==> src/rtl/bus_seq_pkg.sv <==
// Shared types for the bus cycle sequencer.
// Assumes a 3-bit status code with all ones meaning passive.
package bus_seq_pkg;

    typedef enum logic [2:0] {
        ST_IDLE = 3'd0,
        ST_T1   = 3'd1,
        ST_T2   = 3'd2,
        ST_T3   = 3'd3,
        ST_TW   = 3'd4,
        ST_T4   = 3'd5
    } bstate_t;

    typedef enum logic [1:0] {
        K_READ  = 2'd0,
        K_WRITE = 2'd1,
        K_INTA  = 2'd2,
        K_NONE  = 2'd3
    } kind_t;

    localparam logic [2:0] STAT_READ    = 3'b101;
    localparam logic [2:0] STAT_WRITE   = 3'b110;
    localparam logic [2:0] STAT_INTA    = 3'b000;
    localparam logic [2:0] STAT_PASSIVE = 3'b111;

    function automatic logic [2:0] stat_code(input kind_t k);
        case (k)
            K_READ:  stat_code = STAT_READ;
            K_WRITE: stat_code = STAT_WRITE;
            K_INTA:  stat_code = STAT_INTA;
            default: stat_code = STAT_PASSIVE;
        endcase
    endfunction

endpackage

==> src/rtl/bus_rst_qual.sv <==
// Reset qualifier: arms the sequencer only after rst_n has been low for
// RST_HOLD consecutive clock edges. A shorter pulse disarms it.
// Assumes RST_HOLD >= 2.
module bus_rst_qual #(
    parameter int RST_HOLD = 4
) (
    input  logic clk,
    input  logic rst_n,
    output logic armed
);
    localparam int HIST_W = RST_HOLD - 1;

    logic [HIST_W-1:0] low_hist;

    // Purpose: remember how many of the last edges saw reset low.
    always_ff @(posedge clk) begin
        low_hist <= {low_hist[HIST_W-2:0], ~rst_n};
    end

    // Purpose: arm after a long enough reset; a short reset leaves it disarmed.
    always_ff @(posedge clk) begin
        if (!rst_n) begin
            armed <= &low_hist;
        end
    end

endmodule

==> src/rtl/bus_seq_fsm.sv <==
// Bus cycle state machine: T1, T2, T3, Tw*, T4. Takes requests in idle or
// in a final T4, and splits odd-address words into two byte cycles.
// Assumes the request is held stable until req_take is seen.
module bus_seq_fsm
    import bus_seq_pkg::*;
#(
    parameter int ADDR_W = 20,
    parameter int DATA_W = 16
) (
    input  logic              clk,
    input  logic              rst_n,
    input  logic              armed,
    input  logic              req_valid,
    input  logic [1:0]        req_kind,
    input  logic [ADDR_W-1:0] req_addr,
    input  logic              req_word,
    input  logic [DATA_W-1:0] req_wdata,
    input  logic              ready,
    output logic              req_take,
    output bstate_t           state,
    output kind_t             kind,
    output logic [ADDR_W-1:0] cur_addr,
    output logic              word,
    output logic              split,
    output logic              phase,
    output logic [DATA_W-1:0] wdata,
    output logic              cap,
    output logic              done,
    output logic              next_start,
    output kind_t             next_kind
);
    bstate_t state_d;
    logic    last_phase;
    logic    open_slot;
    logic    [ADDR_W-1:0] addr_q;

    // Purpose: decode the slot in which a new request may be taken.
    always_comb begin
        last_phase = !split || phase;
        open_slot  = (state == ST_IDLE) || ((state == ST_T4) && last_phase);
        req_take   = armed && req_valid && (req_kind != K_NONE) && open_slot;
        cap        = ((state == ST_T3) || (state == ST_TW)) && ready;
        done       = (state == ST_T4) && last_phase;
        next_start = (state == ST_T4) && (req_take || !last_phase);
        next_kind  = req_take ? kind_t'(req_kind) : kind;
        cur_addr   = addr_q + ADDR_W'(phase);
    end

    // Purpose: next-state selection for the bus cycle.
    always_comb begin
        state_d = state;
        case (state)
            ST_IDLE: state_d = req_take ? ST_T1 : ST_IDLE;
            ST_T1:   state_d = ST_T2;
            ST_T2:   state_d = ST_T3;
            ST_T3,
            ST_TW:   state_d = ready ? ST_T4 : ST_TW;
            ST_T4: begin
                if (!last_phase || req_take) state_d = ST_T1;
                else                         state_d = ST_IDLE;
            end
            default: state_d = ST_IDLE;
        endcase
    end

    // Purpose: state register and request latch.
    always_ff @(posedge clk) begin
        if (!rst_n) begin
            state  <= ST_IDLE;
            kind   <= K_READ;
            addr_q <= '0;
            word   <= 1'b0;
            split  <= 1'b0;
            phase  <= 1'b0;
            wdata  <= '0;
        end else begin
            state <= state_d;
            if (req_take) begin
                kind   <= kind_t'(req_kind);
                addr_q <= req_addr;
                word   <= req_word;
                wdata  <= req_wdata;
                split  <= req_word && req_addr[0] && (req_kind != K_INTA);
                phase  <= 1'b0;
            end else if ((state == ST_T4) && !last_phase) begin
                phase <= 1'b1;
            end
        end
    end

    // fixed order of the early states.
    a_r1_t1_to_t2: assert property (@(posedge clk) disable iff (!rst_n)
        state == ST_T1 |=> state == ST_T2);
    a_r1_t2_to_t3: assert property (@(posedge clk) disable iff (!rst_n)
        state == ST_T2 |=> state == ST_T3);
    // low ready inserts a wait state, high ready ends it.
    a_r6_wait: assert property (@(posedge clk) disable iff (!rst_n)
        ((state == ST_T3) || (state == ST_TW)) && !ready |=> state == ST_TW);
    a_r6_end: assert property (@(posedge clk) disable iff (!rst_n)
        ((state == ST_T3) || (state == ST_TW)) && ready |=> state == ST_T4);
    // first half of a split word is followed directly by the second.
    a_r8_second_half: assert property (@(posedge clk) disable iff (!rst_n)
        (state == ST_T4) && split && !phase |=> (state == ST_T1) && phase);
    // a disarmed sequencer stays idle.
    a_r10_disarmed_idle: assert property (@(posedge clk) disable iff (!rst_n)
        !armed |-> state == ST_IDLE);

endmodule

==> src/rtl/bus_lane_sel.sv <==
// Byte-lane selection: byte-high enable, write lane placement and read
// capture lanes for aligned words, bytes, split word halves and acknowledges.
// Assumes DATA_W is two bytes wide.
module bus_lane_sel
    import bus_seq_pkg::*;
#(
    parameter int DATA_W = 16
) (
    input  kind_t               kind,
    input  logic                word,
    input  logic                split,
    input  logic                phase,
    input  logic                addr0,
    input  logic [DATA_W-1:0]   wdata,
    input  logic [DATA_W-1:0]   ad_in,
    output logic                bhe_n,
    output logic [DATA_W-1:0]   wr_lane,
    output logic                cap_en,
    output logic                cap_lo_en,
    output logic [DATA_W/2-1:0] cap_lo,
    output logic [DATA_W/2-1:0] cap_hi
);
    localparam int BYTE_W = DATA_W / 2;

    logic [BYTE_W-1:0] w_lo, w_hi, in_lo, in_hi;

    // Purpose: choose lanes for the current transfer.
    always_comb begin
        w_lo      = wdata[BYTE_W-1:0];
        w_hi      = wdata[DATA_W-1:BYTE_W];
        in_lo     = ad_in[BYTE_W-1:0];
        in_hi     = ad_in[DATA_W-1:BYTE_W];
        cap_en    = (kind != K_WRITE);
        cap_lo_en = 1'b1;
        cap_hi    = '0;
        cap_lo    = in_lo;
        bhe_n     = 1'b1;
        wr_lane   = '0;
        if (kind == K_INTA) begin
            bhe_n = 1'b1;
        end else if (word && !split) begin
            bhe_n   = 1'b0;
            wr_lane = wdata;
            cap_hi  = in_hi;
        end else if (split && !phase) begin
            bhe_n   = 1'b0;
            wr_lane = {w_lo, {BYTE_W{1'b0}}};
            cap_lo  = in_hi;
        end else if (split) begin
            bhe_n     = 1'b1;
            wr_lane   = {{BYTE_W{1'b0}}, w_hi};
            cap_lo_en = 1'b0;
            cap_hi    = in_lo;
        end else if (addr0) begin
            bhe_n   = 1'b0;
            wr_lane = {w_lo, {BYTE_W{1'b0}}};
            cap_lo  = in_hi;
        end else begin
            bhe_n   = 1'b1;
            wr_lane = {{BYTE_W{1'b0}}, w_lo};
        end
    end

endmodule

==> src/rtl/bus_pin_drv.sv <==
// Pin driver: ALE, strobes, status code and the multiplexed address/data
// output, all decoded from the sequencer state.
// Assumes ADDR_W = DATA_W + HI_W.
module bus_pin_drv
    import bus_seq_pkg::*;
#(
    parameter int ADDR_W = 20,
    parameter int DATA_W = 16,
    parameter int HI_W   = 4
) (
    input  logic              clk,
    input  logic              rst_n,
    input  bstate_t           state,
    input  kind_t             kind,
    input  logic [ADDR_W-1:0] cur_addr,
    input  logic [DATA_W-1:0] wr_lane,
    input  logic              ready,
    input  logic              next_start,
    input  kind_t             next_kind,
    output logic              ale,
    output logic [DATA_W-1:0] ad_out,
    output logic [HI_W-1:0]   addr_hi,
    output logic              rd_n,
    output logic              wr_n,
    output logic              inta_n,
    output logic [2:0]        stat
);
    logic strobe_win;
    logic stat_on;
    logic addr_phase;

    // Purpose: decode strobes, status and bus contents per state.
    always_comb begin
        strobe_win = (state == ST_T2) || (state == ST_T3) || (state == ST_TW);
        addr_phase = (state == ST_T1) && (kind != K_INTA);
        ale        = (state == ST_T1);
        rd_n       = !(strobe_win && (kind == K_READ));
        wr_n       = !(strobe_win && (kind == K_WRITE));
        inta_n     = !(strobe_win && (kind == K_INTA));
        stat_on    = (state == ST_T1) || (state == ST_T2) ||
                     (((state == ST_T3) || (state == ST_TW)) && !ready);
        if (next_start)   stat = stat_code(next_kind);
        else if (stat_on) stat = stat_code(kind);
        else              stat = STAT_PASSIVE;
        addr_hi = addr_phase ? cur_addr[ADDR_W-1 -: HI_W] : '0;
        if (addr_phase)
            ad_out = cur_addr[DATA_W-1:0];
        else if ((kind == K_WRITE) && (strobe_win || (state == ST_T4)))
            ad_out = wr_lane;
        else
            ad_out = '0;
    end

    // the latch enable is a single-cycle pulse.
    a_r3_ale_single: assert property (@(posedge clk) disable iff (!rst_n)
        ale |=> !ale);
    // no two strobes at once.
    a_r4_one_strobe: assert property (@(posedge clk) disable iff (!rst_n)
        $countones({~rd_n, ~wr_n, ~inta_n}) <= 1);
    // a cycle start always carries an active status code.
    a_r2_start_active: assert property (@(posedge clk) disable iff (!rst_n)
        $rose(ale) |-> stat != STAT_PASSIVE);

endmodule

==> src/rtl/bus_cycle_seq.sv <==
// Top of the multiplexed bus cycle sequencer. Ties together the reset
// qualifier, state machine, lane selector and pin driver, and holds rdata.
// Assumes ADDR_W = DATA_W + HI_W and a two-byte data bus.
module bus_cycle_seq
    import bus_seq_pkg::*;
#(
    parameter int ADDR_W   = 20,
    parameter int DATA_W   = 16,
    parameter int HI_W     = 4,
    parameter int RST_HOLD = 4
) (
    input  logic              clk,
    input  logic              rst_n,
    input  logic              req_valid,
    input  logic [1:0]        req_kind,
    input  logic [ADDR_W-1:0] req_addr,
    input  logic              req_word,
    input  logic [DATA_W-1:0] req_wdata,
    output logic              req_take,
    input  logic              ready,
    input  logic [DATA_W-1:0] ad_in,
    output logic              ale,
    output logic [DATA_W-1:0] ad_out,
    output logic [HI_W-1:0]   addr_hi,
    output logic              bhe_n,
    output logic              rd_n,
    output logic              wr_n,
    output logic              inta_n,
    output logic [2:0]        stat,
    output logic [DATA_W-1:0] rdata,
    output logic              done
);
    localparam int BYTE_W = DATA_W / 2;

    logic              armed;
    bstate_t           state;
    kind_t             kind, next_kind;
    logic [ADDR_W-1:0] cur_addr;
    logic              word, split, phase, cap, next_start;
    logic [DATA_W-1:0] wdata, wr_lane;
    logic              cap_en, cap_lo_en;
    logic [BYTE_W-1:0] cap_lo, cap_hi;

    bus_rst_qual #(.RST_HOLD(RST_HOLD)) u_rst (
        .clk(clk), .rst_n(rst_n), .armed(armed)
    );

    bus_seq_fsm #(.ADDR_W(ADDR_W), .DATA_W(DATA_W)) u_fsm (
        .clk(clk), .rst_n(rst_n), .armed(armed),
        .req_valid(req_valid), .req_kind(req_kind), .req_addr(req_addr),
        .req_word(req_word), .req_wdata(req_wdata), .ready(ready),
        .req_take(req_take), .state(state), .kind(kind), .cur_addr(cur_addr),
        .word(word), .split(split), .phase(phase), .wdata(wdata),
        .cap(cap), .done(done), .next_start(next_start), .next_kind(next_kind)
    );

    bus_lane_sel #(.DATA_W(DATA_W)) u_lane (
        .kind(kind), .word(word), .split(split), .phase(phase),
        .addr0(cur_addr[0]), .wdata(wdata), .ad_in(ad_in),
        .bhe_n(bhe_n), .wr_lane(wr_lane), .cap_en(cap_en),
        .cap_lo_en(cap_lo_en), .cap_lo(cap_lo), .cap_hi(cap_hi)
    );

    bus_pin_drv #(.ADDR_W(ADDR_W), .DATA_W(DATA_W), .HI_W(HI_W)) u_pins (
        .clk(clk), .rst_n(rst_n), .state(state), .kind(kind),
        .cur_addr(cur_addr), .wr_lane(wr_lane), .ready(ready),
        .next_start(next_start), .next_kind(next_kind),
        .ale(ale), .ad_out(ad_out), .addr_hi(addr_hi),
        .rd_n(rd_n), .wr_n(wr_n), .inta_n(inta_n), .stat(stat)
    );

    // Purpose: load read data at the edge that ends the last T3/Tw.
    always_ff @(posedge clk) begin
        if (!rst_n) begin
            rdata <= '0;
        end else if (cap && cap_en) begin
            if (cap_lo_en) rdata[BYTE_W-1:0] <= cap_lo;
            rdata[DATA_W-1:BYTE_W] <= cap_hi;
        end
    end

    // completion always follows a capture edge.
    a_r9_done_after_cap: assert property (@(posedge clk) disable iff (!rst_n)
        done |-> $past(cap));
    // done lasts a single cycle.
    a_r9_done_single: assert property (@(posedge clk) disable iff (!rst_n)
        done |=> !done);

endmodule

==> config.mk <==
export PLATFORM = sky130hd
export DESIGN_NAME = bus_cycle_seq
export DESIGN_NICKNAME = d
export VERILOG_FILES = /design/src/rtl/bus_seq_pkg.sv /design/src/rtl/bus_rst_qual.sv /design/src/rtl/bus_seq_fsm.sv /design/src/rtl/bus_lane_sel.sv /design/src/rtl/bus_pin_drv.sv /design/src/rtl/bus_cycle_seq.sv
export SDC_FILE = /design/constraint.sdc
export NUM_CORES = 1
export LEC_CHECK = 0
export BUFFER_PORTS_ARGS = -buffer_cell sky130_fd_sc_hd__buf_2
export CORE_MARGIN = 1
export CORE_UTILIZATION = 35
export CTS_BUF_LIST = sky130_fd_sc_hd__clkbuf_8
export DETAILED_ROUTE_END_ITERATION = 6
export GPL_TIMING_DRIVEN = 0
export PLACE_DENSITY = 0.53
export SYNTH_ARGS = -nofsm -noshare
export SYNTH_HDL_FRONTEND = slang
export SYNTH_HIERARCHICAL = 1
export SYNTH_SLANG_ARGS = --single-unit
==> constraint.sdc <==
create_clock -name clk -period 4.5 [get_ports clk]
set_input_delay 0.675 -clock clk [delete_from_list [all_inputs] [get_ports clk]]
set_output_delay 0.675 -clock clk [all_outputs]
set_load 0.05 [all_outputs]
==> results.json, run 1 <==
{
  "power_switching_uw": 400,
  "layout_common_cells": "buf_2, dfxtp_1, a21oi_1",
  "rrSetupSlack_ns": 2.65,
  "layout.nets": 662,
  "grt_remaining_overflow": 0,
  "multiInputGateArea_um2": 2330,
  "routed_wl_um": 11700,
  "vias": 3904,
  "arrival_ns": 2.92,
  "gp_congestion": 0.847,
  "cap_viol_max_count": 0,
  "io_buffers": 104,
  "core_region_area_um2": 10500,
  "clockBufferDepth": 2,
  "dp.cells": 718,
  "timing.final.crit_share": 0.798,
  "yosysUniqueCellTypes": 51,
  "cp-end-kind": "primary output",
  "cts-resized-gates": 0,
  "reg2reg_depth": 7,
  "synth_nets": 547,
  "antenna_found_initial": 0,
  "ys_seq_elements": 64,
  "final_cells": 733,
  "status": "finished, final reports clean",
  "diodes": 0,
  "wl_per_cell_um": 16.0,
  "irDropWorstVdd_v": 0.000121,
  "cpMaxStageDelayCell": "dfxtp_1",
  "antenna_left": 0,
  "critical-path-top-delay-family": "buffers and inverters",
  "slew_headroom": 0.523,
  "dr.pass1.iters": 5,
  "numClockSinks": 64,
  "p_per_area_nw_per_um2": 296,
  "final_util": 0.454,
  "htreeDepth": 3,
  "cts_hold_buf": 0,
  "p_leak_uw": 0.00200,
  "worst_pin_slew_ns": 0.704,
  "cp_slowest_stage_delay_ns": 0.42,
  "syn2layout_area_growth_pct": 23.6,
  "std_cell_rows": 37,
  "yosysSeqAreaShare": 0.335,
  "drc": 0,
  "finalSetupViolations": 0,
  "p_sw_frac": 0.283,
  "grt_busiest_layer": "met2",
  "fp.dieH_um": 107,
  "final_common_cell": "buf_2",
  "p_int_uw": 1010,
  "n_fill_cell": 1082,
  "hold_end": "u_rst/low_hist[1]$_DFF_P_",
  "grt_pass1_wl_um": 18700,
  "globalRouteTotalUtil": 0.214,
  "drv_slew": 0,
  "postCtsSetupRepairBufs": 0,
  "cts_root_buf": "clkbuf_8",
  "drive_gt1_frac": 0.261,
  "io_pins": 105,
  "tns_ns": 0,
  "hold_start": "u_rst/low_hist[0]$_DFF_P_",
  "insertion_delay_ns": 0.35,
  "ys_warn_count": 6,
  "drt_iter0_markers": 182,
  "grt_max_degree": 14,
  "start_kind": "flip-flop",
  "viasPerCell": 5.33,
  "regArea_um2": 1290,
  "seqPwrFrac": 0.435,
  "die_area_um2": 11500,
  "initial_core_util": 0.367,
  "syn_area_per_cell_um2": 8.08,
  "clk_pin_slew_ns": 0.07,
  "r2r_start": "u_fsm/state[2]$_SDFF_PN0_",
  "crit_fanout": 10,
  "die_width_um": 107,
  "fmax_mhz": 278,
  "hold_viol": 0,
  "numCtsBuffers": 9,
  "rsz0062_at_grt": "no",
  "r2r_end": "rdata[11]$_SDFFE_PN0P_",
  "use_met2": 0.333,
  "fin_crit_ns": 3.59,
  "cts_tree": "built",
  "grt_pass1_vias": 3631,
  "worstPathRequired_ns": 3.83,
  "finalClockSkew_ns": 0.00355,
  "hpwl_um": 9130,
  "pwr-share-comb": 0.171,
  "path_cells": "buf_2, or2_1, o21a_1, clkbuf_1, o21ai_0, nand2_1, inv_1, ha_1, mux2_2, nand2_1, buf_2",
  "postSynthCellCount": 478,
  "use_met3": 0.0407,
  "netlist_area_um2": 3860,
  "path_class": "flip-flop to primary output",
  "clockPowerShare": 0.395,
  "path_buf_inv": 4,
  "min_path_type": "flip-flop to flip-flop",
  "holdPathStages": 0,
  "grt_use_met1": 0.296
}
## through the flow
stage          hold WS (ns)  power (µW)  setup WS [ns]  cell area [µm²]
2_1_floorplan         0.324         781           1.22             3860
3_3_place_gp          0.333         863           1.05             4550
3_5_place_dp          0.341         867           1.04             4550
4_1_cts               0.358        1430          0.887             4770
5_1_grt               0.365        1480          0.640             4770
6_report              0.355        1410          0.907             4770
## sequential cells by signal, summed over array words and instances, names as in the netlist
signal,cells
u_fsm/addr_q,20
u_fsm/word,1
u_fsm/kind,2
u_fsm/wdata,16
rdata,16
u_fsm/phase,1
u_rst/low_hist,3
u_fsm/split,1
u_fsm/state,3
u_rst/armed,1
## Yosys cell counts (all sizes together)
cell type	n	share of area
clkbuf	15	0.015
nand2b	7	0.012
xnor2	14	0.032
mux2	9	0.031
or2	1	0.0016
buf	22	0.033
o22ai	1	0.0016
and2	6	0.0097
ha	10	0.032
or3b	1	0.0023
nor2	19	0.018
edfxtp	1	0.0078
o21a	9	0.018
o2111a	1	0.0052
o21ai	45	0.058
nand4	4	0.0081
o311ai	2	0.0045
a31oi	1	0.0016
a21oi	50	0.065
or4b	1	0.0026
o211ai	9	0.018
mux2i	11	0.029
inv	13	0.013
nand4b	1	0.0023
nor3b	1	0.0032
clkinv	1	0.00097
or3	2	0.0032
a22o	29	0.066
nand2	40	0.039
nor2b	4	0.0065
o31a	1	0.0023
and3	11	0.018
xor2	6	0.014
nor3	6	0.010
and4b	1	0.0026
and4	1	0.0023
nand3	49	0.065
a21boi	9	0.018
dfxtp	63	0.33
nand3b	1	0.0019
## power groups by stage
stage	sequential, µW	clock, µW	combinational (µW)
3_3_place_gp	625	0	237
3_5_place_dp	626	0	241
6_report	614	558	241
2_1_floorplan	620	0	160
4_1_cts	614	572	242
5_1_grt	617	594	267
## worst max-delay path by stage
stage / from / end / cells after the start
final: u_fsm/state[2]$_SDFF_PN0_ / stat[2] / 11
after global routing: u_fsm/split$_SDFFE_PN0P_ / stat[2] / 10
after CTS: u_fsm/state[2]$_SDFF_PN0_ / stat[2] / 11
after detailed placement: req_kind[1] / stat[2] / 12
after global placement: req_kind[1] / stat[2] / 12
after floorplan: u_fsm/phase$_SDFFE_PP0P_ / ad_out[10] / 4
## routing by layer
layer	vias up	wire length (µm)	part of all wire
li1	1950	-	-
met1	1831	5600	0.48
met2	113	5330	0.46
met3	10	654	0.056
met4	0	135	0.012
met5	-	0	0
## worst reg2reg max path, stage by stage (launching register included)
cell	delay, ns
dfxtp_1	0.42
buf_2	0.24
nand2b_1	0.11
o22ai_1	0.18
and2_1	0.28
buf_2	0.24
a21boi_0	0.11
o21a_1	0.17
## logic make-up after synthesis
| group | after synthesis | share of synthesized area |
|---|---|---|
| AND/OR/NAND/NOR | 156 | 0.209 |
| flip-flops | 64 | 0.335 |
| adder cells (fa/ha/maj) | 10 | 0.0324 |
| AO/OA/AOI/OAI | 157 | 0.258 |
| buffers and inverters | 51 | 0.0616 |
| XOR/XNOR | 20 | 0.0454 |
| multiplexers | 20 | 0.0596 |
## area by class of cell
class / instances / area share
timing repair buffer: 104 / 0.109
sequential: 64 / 0.271
buffer: 37 / 0.0388
tap: 136 / 0.0357
multi-input combinational: 363 / 0.489
clock buffer: 11 / 0.0317
clock inverter: 4 / 0.0144
inverter: 14 / 0.0110
(Power assumes the default switching activity.)
==> inputs of run 2 (changes only) <==
--- a/config.mk
+++ b/config.mk
@@ -5,13 +5,14 @@
 export SDC_FILE = /design/constraint.sdc
 export NUM_CORES = 1
 export LEC_CHECK = 0
+export ABC_AREA = 1
 export BUFFER_PORTS_ARGS = -buffer_cell sky130_fd_sc_hd__buf_2
 export CORE_MARGIN = 1
 export CORE_UTILIZATION = 35
 export CTS_BUF_LIST = sky130_fd_sc_hd__clkbuf_8
 export DETAILED_ROUTE_END_ITERATION = 6
 export GPL_TIMING_DRIVEN = 0
-export PLACE_DENSITY = 0.53
+export PLACE_DENSITY = 0.52
 export SYNTH_ARGS = -nofsm -noshare
 export SYNTH_HDL_FRONTEND = slang
 export SYNTH_HIERARCHICAL = 1
==> constraint.sdc (replaced) <==
create_clock -name clk -period 3.6 [get_ports clk]
set_input_delay 0.54 -clock clk [delete_from_list [all_inputs] [get_ports clk]]
set_output_delay 0.54 -clock clk [all_outputs]
set_load 0.05 [all_outputs]
==> run 2 against run 1 <==
Against the previous run:
- total power up 29%
- sequential power is 29% higher
- sequential share of layout area decreased by 2.4 points
- synthesized area increased by 12%
- clock-buffer cell count shrank 1
- setup slack worse by 0.33 ns
- worst hold slack better by 0.00094 ns
- critical path type unchanged
- die area is 12% higher
- global-route usage rose by 0.53 points
==> results.json, run 2 <==
{
  "cts_tree": "built",
  "cap_viol_max_count": 0,
  "critical-path-top-delay-family": "simple AND/OR/NAND/NOR gates",
  "finalSetupViolations": 0,
  "grt_pass1_wl_um": 21500,
  "core_region_area_um2": 12000,
  "netlist_area_um2": 4320,
  "yosysUniqueCellTypes": 27,
  "tns_ns": 0,
  "antenna_found_initial": 0,
  "min_path_type": "flip-flop to flip-flop",
  "path_buf_inv": 4,
  "synth_top_family_by_area": "simple AND/OR/NAND/NOR gates",
  "p_total_uw": 1820,
  "synth.area.mux_share": 0,
  "globalRouteTotalUtil": 0.219,
  "largest_register": "u_fsm/addr_q",
  "grt_max_degree": 13,
  "synthTopCellsByArea": "dfxtp_1, nand2_1, nand3_1",
  "synthAdderAreaFrac": 0.0290,
  "std_cell_rows": 40,
  "worst_pin_slew_ns": 0.509,
  "htreeDepth": 3,
  "drt_iter0_markers": 336,
  "cts_root_buf": "clkbuf_8",
  "yosys.cell_count.top_type": "nand2_1",
  "io_buffers": 104,
  "cts-resized-gates": 0,
  "die_width_um": 113,
  "p_per_area_nw_per_um2": 348,
  "hold_slack_ns": 0.356,
  "rrSetupSlack_ns": 1.88,
  "numClockSinks": 64,
  "ys_seq_elements": 64,
  "cts_hold_buf": 0,
  "path_class": "flip-flop to primary output",
  "p_int_uw": 1220,
  "synth_edf_count": 1,
  "cpMaxStageDelayCell": "dfxtp_1",
  "final_cells": 992,
  "viasPerCell": 4.70,
  "initial_core_util": 0.359,
  "die_area_um2": 12800,
  "status": "finished, final reports clean",
  "hold_viol": 0,
  "synthSimpleGateAreaFrac": 0.474,
  "power_switching_uw": 600,
  "yosys.area_share.xor_xnor": 0.0304,
  "drt-met1-wl_um": 6000,
  "postCtsSetupRepairBufs": 0,
  "fp.dieH_um": 113,
  "cp-end-kind": "primary output",
  "start_kind": "flip-flop",
  "worstPathRequired_ns": 3.06,
  "arrival_ns": 2.48,
  "ys_warn_count": 6,
  "cp_slowest_stage_delay_ns": 0.55,
  "pwr-share-comb": 0.210,
  "slew_headroom": 0.660,
  "gp_congestion": 0.884,
  "top_layer_used": "met4",
  "clockBufferDepth": 2,
  "diodes": 0,
  "async_reset_ff_frac": 0,
  "clockPowerShare": 0.357,
  "path_cells": "nand3_1, nor2_2, nand2_1, buf_6, nand3_1, nand2_1, inv_1, inv_1, ha_1, nor2_1, a21oi_1, buf_2",
  "final_common_cell": "nand2_1",
  "p_sw_frac": 0.329,
  "yosysSeqAreaShare": 0.299,
  "drv_slew": 0,
  "dr.pass1.iters": 5,
  "dp.cells": 976,
  "seqPwrFrac": 0.434,
  "vias": 4660,
  "hpwl_um": 10800,
  "syn2layout_area_growth_pct": 21.0,
  "layout.nets": 909,
  "clk_pin_slew_ns": 0.08,
  "drc": 0,
  "layout_common_cells": "nand2_1, nor2_1, nand3_1",
  "met2_length_um": 6420,
  "insertion_delay_ns": 0.37,
  "largest_reg_flops": 20,
  "io_pins": 105,
  "irDropWorstVdd_v": 0.000236,
  "wl_per_cell_um": 13.5,
  "routed_wl_um": 13400,
  "synth_nets": 794,
  "fmax_mhz": 331,
  "reg_top3": "u_fsm/addr_q x20, rdata x16, u_fsm/wdata x16",
  "postSynthCellCount": 725,
  "synth_top_area_cell": "dfxtp_1",
  "n_fill_cell": 1364,
  "synth_commonest_cells": "nand2_1, nor2_1, nand3_1, inv_1, dfxtp_1",
  "drive_gt1_frac": 0.202,
  "fin_crit_ns": 3.02,
  "dr_wl_met3_um": 673,
  "final_util": 0.435,
  "p_leak_uw": 0.00280,
  "crit_fanout": 11,
  "synth_compound_area_frac": 0.0333,
  "ys.flop_type": "dfxtp_1",
  "grt_remaining_overflow": 0,
  "grt_pass1_vias": 4356,
  "numCtsBuffers": 9,
  "rsz0062_at_grt": "no",
  "finalClockSkew_ns": 0.0102,
  "antenna_left": 0,
  "timing.final.crit_share": 0.840,
  "synth_top_area_share": 0.292,
  "syn_area_per_cell_um2": 5.95
}
==> run 2: path summary, 6_finish.rpt <==
check                            startpoint                   endpoint  depth (start not counted)
hold reg to reg   u_rst/low_hist[1]$_DFF_P_  u_rst/low_hist[2]$_DFF_P_                          0
setup / recovery  u_fsm/state[0]$_SDFF_PN0_                    stat[0]                         12
hold / removal    u_rst/low_hist[1]$_DFF_P_  u_rst/low_hist[2]$_DFF_P_                          0
setup reg to reg  u_fsm/state[0]$_SDFF_PN0_      rdata[3]$_SDFFE_PN0P_                          9
==> run 2: per-layer routing <==
metal / track usage / vias up
met4: 0.0833 / 0
met5: 0 / -
met3: 0.0402 / 17
met1: 0.268 / 2068
met2: 0.382 / 118
li1: - / 2457
==> run 2: logic make-up after synthesis <==
family	Yosys count
AOI/OAI and AO/OA	28
and+or+nand+nor	485
adders and majority gates	10
DFF	64
xor gates and xnor gates	15
buffers and inverters	123
==> run 2: area by class of cell <==
cell class	count	area (µm²)	area share
buffer	30	229	0.0438
clock buffer	10	138	0.0263
clock inverter	6	66.3	0.0127
inverter	93	349	0.0668
multi-input combinational	538	2450	0.468
sequential	64	1290	0.247
tap	147	184	0.0352
timing repair buffer	104	520	0.0996
==> run 2: through the flow <==
step	setup slack (ns)	instance area (µm²)
floorplan	0.392	4320
global placement	0.812	5020
detailed placement	0.794	5020
CTS	0.545	5230
global route	0.367	5230
finish	0.577	5230
==> run 2: power by group through the flow <==
stage / clock network, µW / logic (µW) / registers, µW
3_5_place_dp: 0 / 383 / 806
5_1_grt: 705 / 430 / 796
4_1_cts: 672 / 385 / 790
6_report: 649 / 382 / 789
3_3_place_gp: 0 / 378 / 806
2_1_floorplan: 0 / 262 / 805
==> inputs of run 3 (changes only) <==
--- a/config.mk
+++ b/config.mk
@@ -12,7 +12,7 @@
 export CTS_BUF_LIST = sky130_fd_sc_hd__clkbuf_8
 export DETAILED_ROUTE_END_ITERATION = 6
 export GPL_TIMING_DRIVEN = 0
-export PLACE_DENSITY = 0.52
+export PLACE_DENSITY = 0.54
 export SYNTH_ARGS = -nofsm -noshare
 export SYNTH_HDL_FRONTEND = slang
 export SYNTH_HIERARCHICAL = 1
==> constraint.sdc (replaced) <==
create_clock -name clk -period 2.6 [get_ports clk]
set_input_delay 0.39 -clock clk [delete_from_list [all_inputs] [get_ports clk]]
set_output_delay 0.39 -clock clk [all_outputs]
set_load 0.05 [all_outputs]
==> run 3 against run 2 <==
Against the previous run:
- sequential power up 38%
- highest routed layer unchanged
- combinational power up 49%
- register-to-register slack worse by 0.93 ns
- critical path type unchanged
- total power up 52%
==> results.json, run 3 (same netlist as run 2, synthesis figures left out) <==
{
  "status": "finished, final reports clean",
  "dr.pass1.iters": 5,
  "dp.cells": 976,
  "drt_iter0_markers": 305,
  "io_buffers": 104,
  "fp.dieH_um": 113,
  "finalClockSkew_ns": 0.00843,
  "routed_wl_um": 13300,
  "clockPowerShare": 0.398,
  "io_pins": 105,
  "cts_tree": "built",
  "layout.nets": 923,
  "hold_end": "u_fsm/wdata[2]$_SDFFE_PN0P_",
  "numCtsBuffers": 9,
  "htreeDepth": 3,
  "gp_congestion": 0.895,
  "slew_headroom": 0.665,
  "final_util": 0.463,
  "wl_per_cell_um": 13.2,
  "seqPwrFrac": 0.396,
  "clockBufferDepth": 2,
  "fin_crit_ns": 2.51,
  "rrSetupSlack_ns": 0.95,
  "die_width_um": 113,
  "critPathLaunch": "u_fsm/phase$_SDFFE_PP0P_",
  "grt_max_degree": 13,
  "reg2reg_depth": 10,
  "p_per_area_nw_per_um2": 497,
  "min_path_type": "primary input to flip-flop",
  "final_cells": 1006,
  "viasPerCell": 4.75,
  "final_common_cell": "nand2_1",
  "holdPathStages": 3,
  "cap_viol_max_count": 0,
  "hold_start": "req_wdata[2]",
  "syn2layout_area_growth_pct": 28.8,
  "irDropWorstVdd_v": 0.000488,
  "p_sw_frac": 0.309,
  "insertion_delay_ns": 0.37,
  "crit_fanout": 5,
  "antenna_found_initial": 0,
  "drv_slew": 0,
  "grt_pass1_wl_um": 21400,
  "timing.final.crit_share": 0.966,
  "cpMaxStageDelayCell": "dfxtp_4",
  "die_area_um2": 12800,
  "cpMostUsedCell": "nand3_1",
  "cts_hold_buf": 0,
  "numClockSinks": 64,
  "hold_viol": 0,
  "path_class": "flip-flop to primary output",
  "n_fill_cell": 1314,
  "diodes": 0,
  "worstPathRequired_ns": 2.21,
  "dpl_cell_area_um2": 5040,
  "r2r_start": "u_rst/armed$_DFFE_PN_",
  "antenna_left": 0,
  "drive_gt1_frac": 0.257,
  "largest_register": "u_fsm/addr_q",
  "fmax_mhz": 398,
  "finalSetupViolations": 0,
  "start_kind": "flip-flop",
  "rsz0062_at_grt": "yes",
  "initial_core_util": 0.359,
  "grt_remaining_overflow": 0,
  "path_cells": "ha_4, ha_2, nand3_2, nor2_2, nand3_1, xor2_1, nand3_1, nand2_1, buf_4",
  "cp_slowest_stage_delay_ns": 0.39,
  "worst_pin_slew_ns": 0.502,
  "p_int_uw": 1910,
  "vias": 4780,
  "cp-end-kind": "primary output",
  "r2r_end": "u_fsm/phase$_SDFFE_PP0P_",
  "drc": 0,
  "fin_area_um2": 5560,
  "p_leak_uw": 0.00290,
  "power_switching_uw": 854,
  "layout_common_cells": "nand2_1, nor2_1, nand3_1",
  "largest_reg_flops": 20,
  "clk_pin_slew_ns": 0.08,
  "std_cell_rows": 40,
  "globalRouteTotalUtil": 0.217,
  "arrival_ns": 2.12,
  "hpwl_um": 10300,
  "grt_pass1_vias": 4471,
  "core_region_area_um2": 12000,
  "pwr-share-comb": 0.206,
  "multiInputGateArea_um2": 2570,
  "reg_top3": "u_fsm/addr_q x20, rdata x16, u_fsm/wdata x16",
  "cts_root_buf": "clkbuf_8",
  "regArea_um2": 1310
}
[run 3: cell count changes in the layout (fill, tap and decap cells not counted), sizes merged]
cell      previous run  this run
buf                128       141
clkinvlp             3         1
clkbuf              16        17
bufinv               1         3
[run 3: critical path: cells and delay by family, from the launching register on]
kind                       cells  cell delay (ns)
adders and majority gates      2             0.37
DFF                            1             0.39
buffers and inverters          1             0.20
xor gates and xnor gates       1             0.19
and+or+nand+nor                5             0.60
[run 3: layout make-up]
cell class / instances / share of cell area
multi-input cells: 538 / 0.463
flip-flops and latches: 64 / 0.235
repair buffers: 118 / 0.119
inverters: 93 / 0.0632
plain buffers: 30 / 0.0412
well taps: 147 / 0.0331
clock buffers: 10 / 0.0247
clock inverters: 6 / 0.0207
[run 3: per-layer routing]
layer	global-route usage	up-vias	share of wire
met5	0	-	0
met4	0.0719	0	0.018
met3	0.0546	19	0.055
met2	0.378	152	0.49
met1	0.261	2128	0.44
li1	-	2481	-
[run 3: worst max path at each step]
stage,end,cells after the start
2_1_floorplan,stat[0],11
3_3_place_gp,stat[0],12
3_5_place_dp,stat[0],12
4_1_cts,stat[0],13
5_1_grt,stat[0],12
6_report,ad_out[14],9
[run 3: power by group through the flow]
stage | clock (µW) | sequential, µW | combinational, µW
finish | 1100 | 1090 | 570
detailed placement | 0 | 1120 | 531
CTS | 1140 | 1090 | 545
global route | 1170 | 1100 | 642
floorplan | 0 | 1110 | 366
global placement | 0 | 1110 | 523
[run 3: repair_timing]
| action | 4_1_cts | 5_1_grt |
|---|---|---|
| pin swaps | 3 | 7 |
| cloned | 0 | 0 |
| gates resized for setup | 23 | 35 |
| setup buffers | 5 | 9 |
| setup endpoints to repair | 14 | 18 |
[run 3: through the flow]
| stage | setup TNS (ns) | worst slack (ns) | power (µW) | hold slack, ns |
|---|---|---|---|---|
| detailed placement | 0 | 0.0923 | 1650 | 0.339 |
| CTS | -0.00246 | -0.00246 | 2770 | 0.220 |
| finish | 0 | 0.0892 | 2770 | 0.242 |
| floorplan | 0 | 0.0165 | 1480 | 0.331 |
| global placement | 0 | 0.124 | 1640 | 0.334 |
| global route | -0.0355 | -0.0213 | 2920 | 0.233 |
